$ cat config.mk
export PLATFORM = sky130hd
export DESIGN_NAME = fir_stream_top
export DESIGN_NICKNAME = d
export VERILOG_FILES = /design/src/rtl/fir_stream_pkg.sv /design/src/rtl/fir_sample_ring.sv /design/src/rtl/fir_coef_bank.sv /design/src/rtl/fir_mac_pipe.sv /design/src/rtl/fir_stream_top.sv
export SDC_FILE = /design/constraint.sdc
export NUM_CORES = 2
export LEC_CHECK = 0
export BUFFER_PORTS_ARGS = -buffer_cell sky130_fd_sc_hd__buf_2
export CORE_MARGIN = 10
export CORE_UTILIZATION = 61
export DETAILED_ROUTE_END_ITERATION = 8
export PLACE_DENSITY = 0.78
export SYNTH_ARGS = -nofsm -noshare
export SYNTH_HDL_FRONTEND = slang
export SYNTH_HIERARCHICAL = 1
export SYNTH_SLANG_ARGS = --single-unit
export TNS_END_PERCENT = 1
$ cat constraint.sdc
create_clock -name clk -period 10.2 [get_ports clk]
set_input_delay 0.51 -clock clk [delete_from_list [all_inputs] [get_ports clk]]
set_output_delay 0.51 -clock clk [all_outputs]
set_load 0.005 [all_outputs]
$ cat src/rtl/fir_stream_pkg.sv
package fir_stream_pkg;

  typedef enum logic [1:0] {
    ST_IDLE = 2'd0,
    ST_RUN  = 2'd1,
    ST_WAIT = 2'd2
  } ctl_state_t;

endpackage

$ cat src/rtl/fir_sample_ring.sv
module fir_sample_ring #(
  parameter int DATA_W = 32,
  parameter int AW     = 4
) (
  input  logic              clk,
  input  logic              rst,
  input  logic              wr_en,
  input  logic [DATA_W-1:0] wr_data,
  input  logic [AW-1:0]     tap_k,
  output logic [DATA_W-1:0] rd_data
);
  localparam int DEPTH = 1 << AW;

  logic [DATA_W-1:0] ring_mem [DEPTH];
  logic [AW-1:0]     wr_ptr;
  logic [AW-1:0]     newest;
  logic [AW-1:0]     rd_addr;

  // backward walk from the newest entry, wrapping modulo DEPTH
  assign rd_addr = newest - tap_k;

  always_ff @(posedge clk) begin
    if (wr_en) ring_mem[wr_ptr] <= wr_data;
    rd_data <= ring_mem[rd_addr];
  end

  always_ff @(posedge clk) begin
    if (rst) begin
      wr_ptr <= '0;
      newest <= '0;
    end else if (wr_en) begin
      newest <= wr_ptr;
      wr_ptr <= wr_ptr + 1'b1;
    end
  end

endmodule

$ cat src/rtl/fir_coef_bank.sv
module fir_coef_bank #(
  parameter int DATA_W = 32,
  parameter int AW     = 4
) (
  input  logic              clk,
  input  logic              wr_en,
  input  logic [AW-1:0]     wr_idx,
  input  logic [DATA_W-1:0] wr_data,
  input  logic [AW-1:0]     rd_idx,
  output logic [DATA_W-1:0] rd_data
);
  localparam int DEPTH = 1 << AW;

  logic [DATA_W-1:0] coef_mem [DEPTH];

  always_ff @(posedge clk) begin
    if (wr_en) coef_mem[wr_idx] <= wr_data;
    rd_data <= coef_mem[rd_idx];
  end

endmodule

$ cat src/rtl/fir_mac_pipe.sv
module fir_mac_pipe #(
  parameter int DATA_W = 32
) (
  input  logic              clk,
  input  logic              rst,
  input  logic              clear,
  input  logic              iss_v,
  input  logic              iss_use,
  input  logic              iss_last,
  input  logic [DATA_W-1:0] x_rd,
  input  logic [DATA_W-1:0] h_rd,
  output logic              fin,
  output logic [DATA_W-1:0] sum
);
  logic              v1, use1, last1;
  logic              v2, last2;
  logic [DATA_W-1:0] op_x, op_h;
  logic [DATA_W-1:0] prod_q;
  logic [DATA_W-1:0] acc_q;

  // operands held at zero unless a live, in-history tap is in stage 1
  assign op_x = (v1 && use1) ? x_rd : '0;
  assign op_h = (v1 && use1) ? h_rd : '0;

  assign fin = v2 && last2;
  assign sum = acc_q + prod_q;

  always_ff @(posedge clk) begin
    if (rst) begin
      v1     <= 1'b0;
      use1   <= 1'b0;
      last1  <= 1'b0;
      v2     <= 1'b0;
      last2  <= 1'b0;
      prod_q <= '0;
      acc_q  <= '0;
    end else begin
      v1     <= iss_v;
      use1   <= iss_use;
      last1  <= iss_v && iss_last;
      v2     <= v1;
      last2  <= v1 && last1;
      prod_q <= DATA_W'(op_x * op_h);
      if (clear)   acc_q <= '0;
      else if (v2) acc_q <= sum;
    end
  end

endmodule

$ cat src/rtl/fir_stream_top.sv
module fir_stream_top
  import fir_stream_pkg::*;
#(
  parameter int DATA_W = 32,
  parameter int AW     = 4,
  parameter int LEN_W  = 16
) (
  input  logic              clk,
  input  logic              rst,
  input  logic [AW:0]       cfg_taps,
  input  logic [LEN_W-1:0]  cfg_len,
  input  logic              coef_we,
  input  logic [AW-1:0]     coef_idx,
  input  logic [DATA_W-1:0] coef_data,
  input  logic              s_tvalid,
  output logic              s_tready,
  input  logic [DATA_W-1:0] s_tdata,
  output logic              m_tvalid,
  input  logic              m_tready,
  output logic [DATA_W-1:0] m_tdata,
  output logic              m_tlast
);
  localparam int DEPTH = 1 << AW;
  localparam logic [AW:0] DEPTH_C = (AW+1)'(DEPTH);

  ctl_state_t        state;
  logic [AW-1:0]     tap_k;
  logic [AW:0]       taps_q;
  logic [AW:0]       taps_eff;
  logic [AW:0]       n_seen;
  logic [LEN_W-1:0]  frame_cnt;
  logic              cur_last;
  logic              accept;
  logic              iss_v, iss_use, iss_last;
  logic [DATA_W-1:0] x_rd, h_rd;
  logic              fin;
  logic [DATA_W-1:0] sum;
  logic              out_v, out_l;
  logic [DATA_W-1:0] out_d;
  logic              frame_end;

  always_comb begin
    if (cfg_taps == '0)          taps_eff = (AW+1)'(1);
    else if (cfg_taps > DEPTH_C) taps_eff = DEPTH_C;
    else                         taps_eff = cfg_taps;
  end

  assign s_tready  = (state == ST_IDLE) && !out_v;
  assign accept    = s_tvalid && s_tready;
  assign iss_v     = (state == ST_RUN);
  assign iss_use   = ({1'b0, tap_k} < n_seen);
  assign iss_last  = ({1'b0, tap_k} == taps_q - 1'b1);
  assign frame_end = (frame_cnt == cfg_len - 1'b1);

  fir_sample_ring #(.DATA_W(DATA_W), .AW(AW)) ring_i (
    .clk     (clk),
    .rst     (rst),
    .wr_en   (accept),
    .wr_data (s_tdata),
    .tap_k   (tap_k),
    .rd_data (x_rd)
  );

  fir_coef_bank #(.DATA_W(DATA_W), .AW(AW)) coef_i (
    .clk     (clk),
    .wr_en   (coef_we),
    .wr_idx  (coef_idx),
    .wr_data (coef_data),
    .rd_idx  (tap_k),
    .rd_data (h_rd)
  );

  fir_mac_pipe #(.DATA_W(DATA_W)) mac_i (
    .clk      (clk),
    .rst      (rst),
    .clear    (accept),
    .iss_v    (iss_v),
    .iss_use  (iss_use),
    .iss_last (iss_last),
    .x_rd     (x_rd),
    .h_rd     (h_rd),
    .fin      (fin),
    .sum      (sum)
  );

  // control sequence: idle -> issue T taps -> wait for pipeline drain
  always_ff @(posedge clk) begin
    if (rst) begin
      state  <= ST_IDLE;
      tap_k  <= '0;
      taps_q <= (AW+1)'(1);
    end else begin
      case (state)
        ST_IDLE: if (accept) begin
          state  <= ST_RUN;
          tap_k  <= '0;
          taps_q <= taps_eff;
        end
        ST_RUN: begin
          tap_k <= tap_k + 1'b1;
          if (iss_last) state <= ST_WAIT;
        end
        ST_WAIT: if (fin) state <= ST_IDLE;
        default: state <= ST_IDLE;
      endcase
    end
  end

  // history depth and frame position
  always_ff @(posedge clk) begin
    if (rst) begin
      n_seen    <= '0;
      frame_cnt <= '0;
      cur_last  <= 1'b0;
    end else if (accept) begin
      if (n_seen != DEPTH_C) n_seen <= n_seen + 1'b1;
      cur_last  <= frame_end;
      frame_cnt <= frame_end ? '0 : frame_cnt + 1'b1;
    end
  end

  // output latch
  always_ff @(posedge clk) begin
    if (rst) begin
      out_v <= 1'b0;
      out_l <= 1'b0;
      out_d <= '0;
    end else if (fin) begin
      out_v <= 1'b1;
      out_l <= cur_last;
      out_d <= sum;
    end else if (out_v && m_tready) begin
      out_v <= 1'b0;
      out_l <= 1'b0;
    end
  end

  assign m_tvalid = out_v;
  assign m_tdata  = out_d;
  assign m_tlast  = out_l;

endmodule

# --- Yosys cells after proc, flatten, opt, wreduce, memory -nomap -nowiden ---
# Memory sizes are Yosys's and may differ from the RTL's. A register that Yosys moved wholly into a read port is not among the register bits.
# Cells that the tools add are included.
word_totals:
  reg_bits: 144
  mem_count: 2
  wordCells: 74
  ram_bits: 1024
memory_table:
  columns: ["memory", "words", "word_bits", "rd", "rd_clocked_by_memory_dff", "wr", "line_no", "source"]
  rows:
  - ["coef_i.coef_mem", 16, 32, 1, 1, 1, "fir_coef_bank.sv:14", "logic [DATA_W-1:0] coef_mem [DEPTH];"]
  - ["ring_i.ring_mem", 16, 32, 1, 1, 1, "fir_sample_ring.sv:14", "logic [DATA_W-1:0] ring_mem [DEPTH];"]
classes:
  muxes: 18
  n_addsub: 8
  reduce_logical: 17
  n_lt_le_gt_ge: 2
  n_eq_ne: 8
  multipliers: 1
ops:
  columns: ["op", "count"]
  rows:
  - ["$mux W32", 2]
  - ["$add A32 B32 Y32", 1]
  - ["$mul A32 B32 Y32", 1]
  - ["$add A16 B1 Y16 const B", 1]
  - ["$eq A16 B16 Y1", 1]
  - ["$mux W16", 1]
  - ["$sub A16 B1 Y16 const B", 1]
  - ["$mux W5", 2]
  - ["$add A4 B1 Y4 const B", 2]
  - ["$pmux W4 S2", 1]
  - ["$logic_and A1 B1 Y1", 7]
  - ["$mux W1", 7]
  - ["$mux W2", 3]
  - ["$ne A2 B2 Y1 const B", 3]
  - ["$pmux W2 S3", 1]
  - ["$reduce_and A2 Y1", 3]
  - ["$add A5 B1 Y5 const B", 1]
  - ["$eq A4 B5 Y1", 1]
  - ["$gt A5 B5 Y1 const B", 1]
  - ["$logic_not A5 Y1", 1]
  - ["$lt A4 B5 Y1", 1]
  - ["$ne A5 B5 Y1 const B", 1]
  - ["$sub A5 B1 Y5 const B", 1]
  - ["$mux W4", 1]
  - ["other kinds (8)", 9]

# --- Depth between registers and ports, before layout ---
depth:
  ltp_word: 5
  ltp_mapped: 30

# --- By module ---
# The synthesis kept the hierarchy.
by_module_without_submodules:
  columns: ["module", "n_inst", "cells_each", "seq_area_each_um2", "area_each_um2"]
  rows:
  - ["fir_sample_ring", 1, 996, 16175.5, 20937.6]
  - ["fir_coef_bank", 1, 838, 16015.4, 19835.3]
  - ["fir_mac_pipe", 1, 2162, 1381.3, 19368.6]
  - ["fir_stream_top", 1, 396, 1341.3, 3452.1]

# --- Worst setup path after synthesis ---
# Ideal clock, no wire load.
synth_path:
  kind: "register to register"
  startpoint: "reg mac_i.v1"
  endpoint: "reg mac_i.prod_q[28]"
  setup_ns: 0.128
  path_stages_with_launch: 29
  slack_ns: 2.757
  t_arrival_ns: 7.315
  n_path_buf: 3
  t_required_ns: 10.072
  period_less_slack_ns: 7.443
  cell_sequence: "dfxtp_1 clkbuf_1 clkbuf_1 and3_1 clkbuf_1 and2_1 fa_1 fa_1 fa_1 inv_1 fa_1 inv_1 fa_1 inv_1 fa_1 inv_1 fa_1 fa_1 ha_1 a21o_1 a21o_1 a21oi_1 o21ai_0 and2_1 a211o_1 a41oi_1 nor2b_1 xor2_1 nor2_1"
synth_between:
  elab_chain_cells: 3
  word_cells_on_any_way: 4
synth_lines:
  columns: ["element", "line_no", "source"]
  rows:
  - ["from (decl)", "fir_mac_pipe.sv:15", "logic v1, use1, last1;"]
  - ["from (signal assigned)", "fir_mac_pipe.sv:38", "v1 <= iss_v;"]
  - ["$logic_and A1 B1 Y1 *", "fir_mac_pipe.sv:22, fir_mac_pipe.sv:23", null]
  - ["$mux W32 (on tied branches)", "fir_mac_pipe.sv:22, fir_mac_pipe.sv:23", null]
  - ["$mul A32 B32 Y32 *", "fir_mac_pipe.sv:43", "prod_q <= DATA_W'(op_x * op_h);"]
  - ["to (signal assigned)", "fir_mac_pipe.sv:43", null]
  - ["to (decl)", "fir_mac_pipe.sv:18", "logic [DATA_W-1:0] prod_q;"]
# Every way passes the cells marked *; elsewhere a longest branch is shown, timed or not.
# A chain may end at the register's enable or synchronous reset.

# --- Worst setup path in the final report ---
layout_path:
  startpoint: "reg mac_i.v1"
  endpoint: "reg mac_i.prod_q[31]"
# Same word-level chain as after synthesis.

==> impl_metrics.ini <==
[logic_synthesis]
synth_cells = 4392
yosys.area.top_type = edfxtp_1
synth.top_cell.area_share = 0.484
synth-async-reset-ratio = 0
syn-cell-area_um2 = 63600
synth_edf_count = 1024
ys_seq_elements = 1232
synth.most_common_cell = edfxtp_1
yosysWarnings = 6
synth.net_count = 5066
netlist_top_cells_area = edfxtp_1, fa_1, mux4_2
ys_types = 86
postSynthAreaPerCell_um2 = 14.5
netlist_top_cells_count = edfxtp_1, inv_1, fa_1
synth_ff_type = edfxtp_1
seq_area_frac_synth = 0.549

[sta]
finalSetupViolCount = 0
setup_slack_ns = 2.07
skew_ns = 0.0497
fmax_mhz = 123
fin_crit_ns = 8.13
finalCritPeriodShare = 0.797
hold_violations = 0
timing.hold.ws_ns = 0.0654
worst_slew_pin_slew_ns = 1.31
rsz0062_at_grt = false
setup_tns_ns = 0
drv_slew = 0
maxSlewHeadroom = 0.129

[floorplanning]
std_cell_rows = 118
dieArea_um2 = 118000
die_y_um = 343
ios = 129
start_util = 0.614
die_w_um = 343
core_um2 = 103000

[grt]
grt_overflow = 0
grt_util_all_layers = 0.268
grt_pass1_wl_um = 239000
antenna_found_initial = 23
grt_max_degree = 103
grt_pass1_vias = 39500

[hold_path]
holdPathStages = 3
hold_path_class = input port to flip-flop
holdPathEnd = taps_q[2]$_SDFFE_PP0P_
hold_start = cfg_taps[2]

[layout]
stdcell_count = 5968
syn_to_final_growth_pct = 9.57
fin_util = 0.673
drive_gt1_frac = 0.155
fill_cells = 6800
nets = 5151

[placement]
gp_congestion = 0.917
dp.cells = 5738
dp.final_hpwl_um = 92500
portBuffers = 128
pre_cts_slack_ns = 2.17

[setup_path]
r2r_cells = 27
cp.arrival_ns = 8.70
reg2reg_from = mac_i/v1$_SDFF_PP0_
regToRegSetupSlack_ns = 2.07
crit_required_ns = 10.77
timing.rr.end = mac_i/prod_q[31]$_SDFF_PP0_
critPathCaptureType = flip-flop
start_kind = flip-flop
critPathKind = flip-flop to flip-flop
crit_fanout = 52

[pwr]
p_leak_nw = 26.1
switching_share = 0.265
switchingPower_mw = 3.20
clkPwrFrac = 0.373
p_seq_frac = 0.488
p_comb_frac = 0.139
power.internal_mw = 8.85
power_density_nw_per_um2 = 173
vdd_drop_max_mv = 0.189

[route]
wire_per_inst_um = 26.2
avgViaCountPerCell = 6.29
firstDrtPassIters = 5
vias = 37600
wl_um = 157000
ant_nets = 0
drc = 0
drt_iter0_drc = 3808

[run_status]
status = completed

[clock_tree]
post_cts_resized = 0
clock-sinks = 1232
cts_tree = done
post_cts_buffers = 0
cts-root-buf = clkbuf_16
clk_path_buf_depth = 3
h-tree-depth = 3
clk_pin_slew_ns = 0.06
cts_buffers = 116
clkLatencyLatePin_ns = 0.74
postCtsHoldBufs = 1

[job]
cap_violations = 0
## layout make-up
type / instances / area, um^2 / share of cell area
Timing Repair Buffer: 198 / 1180 / 0.0170
Antenna cell: 11 / 27.5 / 0.000395
Sequential cell: 1232 / 34900 / 0.501
Multi-Input combinational cell: 2502 / 26200 / 0.377
Clock inverter: 70 / 835 / 0.0120
Clock buffer: 148 / 3130 / 0.0450
Tap cell: 1380 / 1730 / 0.0248
Inverter: 427 / 1600 / 0.0230
## power groups by stage
stage / clock network [mW] / logic, mW / registers, mW
finish: 4.49 / 1.67 / 5.88
global placement: 0 / 1.60 / 5.96
global route: 4.72 / 1.78 / 5.89
floorplan: 0 / 1.16 / 5.81
detailed placement: 0 / 1.64 / 5.97
CTS: 4.54 / 1.66 / 5.87
## worst max path at each step
stage                                      from                          end  slack (ns)  cells past startpoint
final                       mac_i/v1$_SDFF_PP0_  mac_i/prod_q[31]$_SDFF_PP0_        2.07                     27
after global routing      mac_i/use1$_SDFF_PP0_  mac_i/prod_q[31]$_SDFF_PP0_        1.47                     27
after CTS                   mac_i/v1$_SDFF_PP0_  mac_i/prod_q[31]$_SDFF_PP0_        2.15                     25
after detailed placement    mac_i/v1$_SDFF_PP0_  mac_i/prod_q[31]$_SDFF_PP0_        2.17                     25
after global placement      mac_i/v1$_SDFF_PP0_  mac_i/prod_q[31]$_SDFF_PP0_        2.36                     25
after floorplan             mac_i/v1$_SDFF_PP0_  mac_i/prod_q[28]$_SDFF_PP0_        2.76                     28
## registers in the layout, summed over array words and instances, names as in the netlist, 2 cells and up
signal,flops
coef_i/coef_mem,512
coef_i/rd_data,32
frame_cnt,16
m_tdata,32
mac_i/acc_q,32
mac_i/prod_q,32
n_seen,5
ring_i/newest,4
ring_i/rd_data,32
ring_i/ring_mem,512
ring_i/wr_ptr,4
state,2
tap_k,4
taps_q,5
## through the flow
step / power, mW / cell area, um^2
after floorplan: 6.96 / 63600
after global placement: 7.56 / 65700
after detailed placement: 7.61 / 65700
after CTS: 12.1 / 69700
after global routing: 12.4 / 69700
final: 12.0 / 69700
## critical path: stages (launching register included)
cell and delay, ns:
dfxtp_1 0.66, and2_2 0.71, buf_4 0.54, nand3_1 0.19, fa_1 0.56, inv_1 0.05
fa_1 0.37, fa_1 0.37, inv_1 0.08, fa_1 0.18, inv_1 0.07, fa_1 0.52
inv_1 0.05, fa_1 0.53, inv_1 0.05, fa_1 0.49, fa_1 0.41, ha_1 0.35
a21o_1 0.18, a21o_1 0.19, a21oi_1 0.17, o21ai_0 0.12, a22o_1 0.28, o41ai_2 0.34
o21ai_0 0.13, a21oi_1 0.19, xnor2_1 0.14, nor2_1 0.05
## logic make-up (layout without fill, tap and decap cells)
kind of cell               after synthesis  in the layout  share of synthesized area
xor gates and xnor gates               158            158                     0.0220
buffers and inverters                  658            843                     0.0416
adders and majority gates              580            580                      0.163
other                                    0             11                          0
and+or+nand+nor                       1162           1162                     0.0918
DFF                                   1232           1232                      0.549
muxes                                  321            321                      0.101
AOI/OAI and AO/OA                      281            281                     0.0321
## metal layers
metal	up-vias	track usage	part of all wire
met4	28	0.113	0.042
met5	-	0	0.0012
li1	15800	-	-
met1	19200	0.350	0.37
met3	464	0.0608	0.10
met2	2043	0.433	0.49
## cell usage in the layout (no fill, tap or decap), types with 15 or more instances in the layout
master,n
clkbuf_1,22
bufinv_16,15
nor2_1,164
and3_1,110
dfxtp_1,205
nand3_1,91
buf_4,69
fa_1,409
a21oi_1,57
clkinv_2,16
inv_1,427
o21ai_0,24
clkinv_1,18
a21o_1,21
nand2_1,373
nor2b_1,19
clkbuf_16,117
a22o_1,33
nor3_1,26
mux4_2,256
xnor2_1,105
xor2_1,51
ha_1,169
a22oi_1,64
buf_2,127
nand4_1,78
edfxtp_1,1024
mux2i_1,62
and2_2,19
and2_1,196
Power figures use the tool's default switching activity.
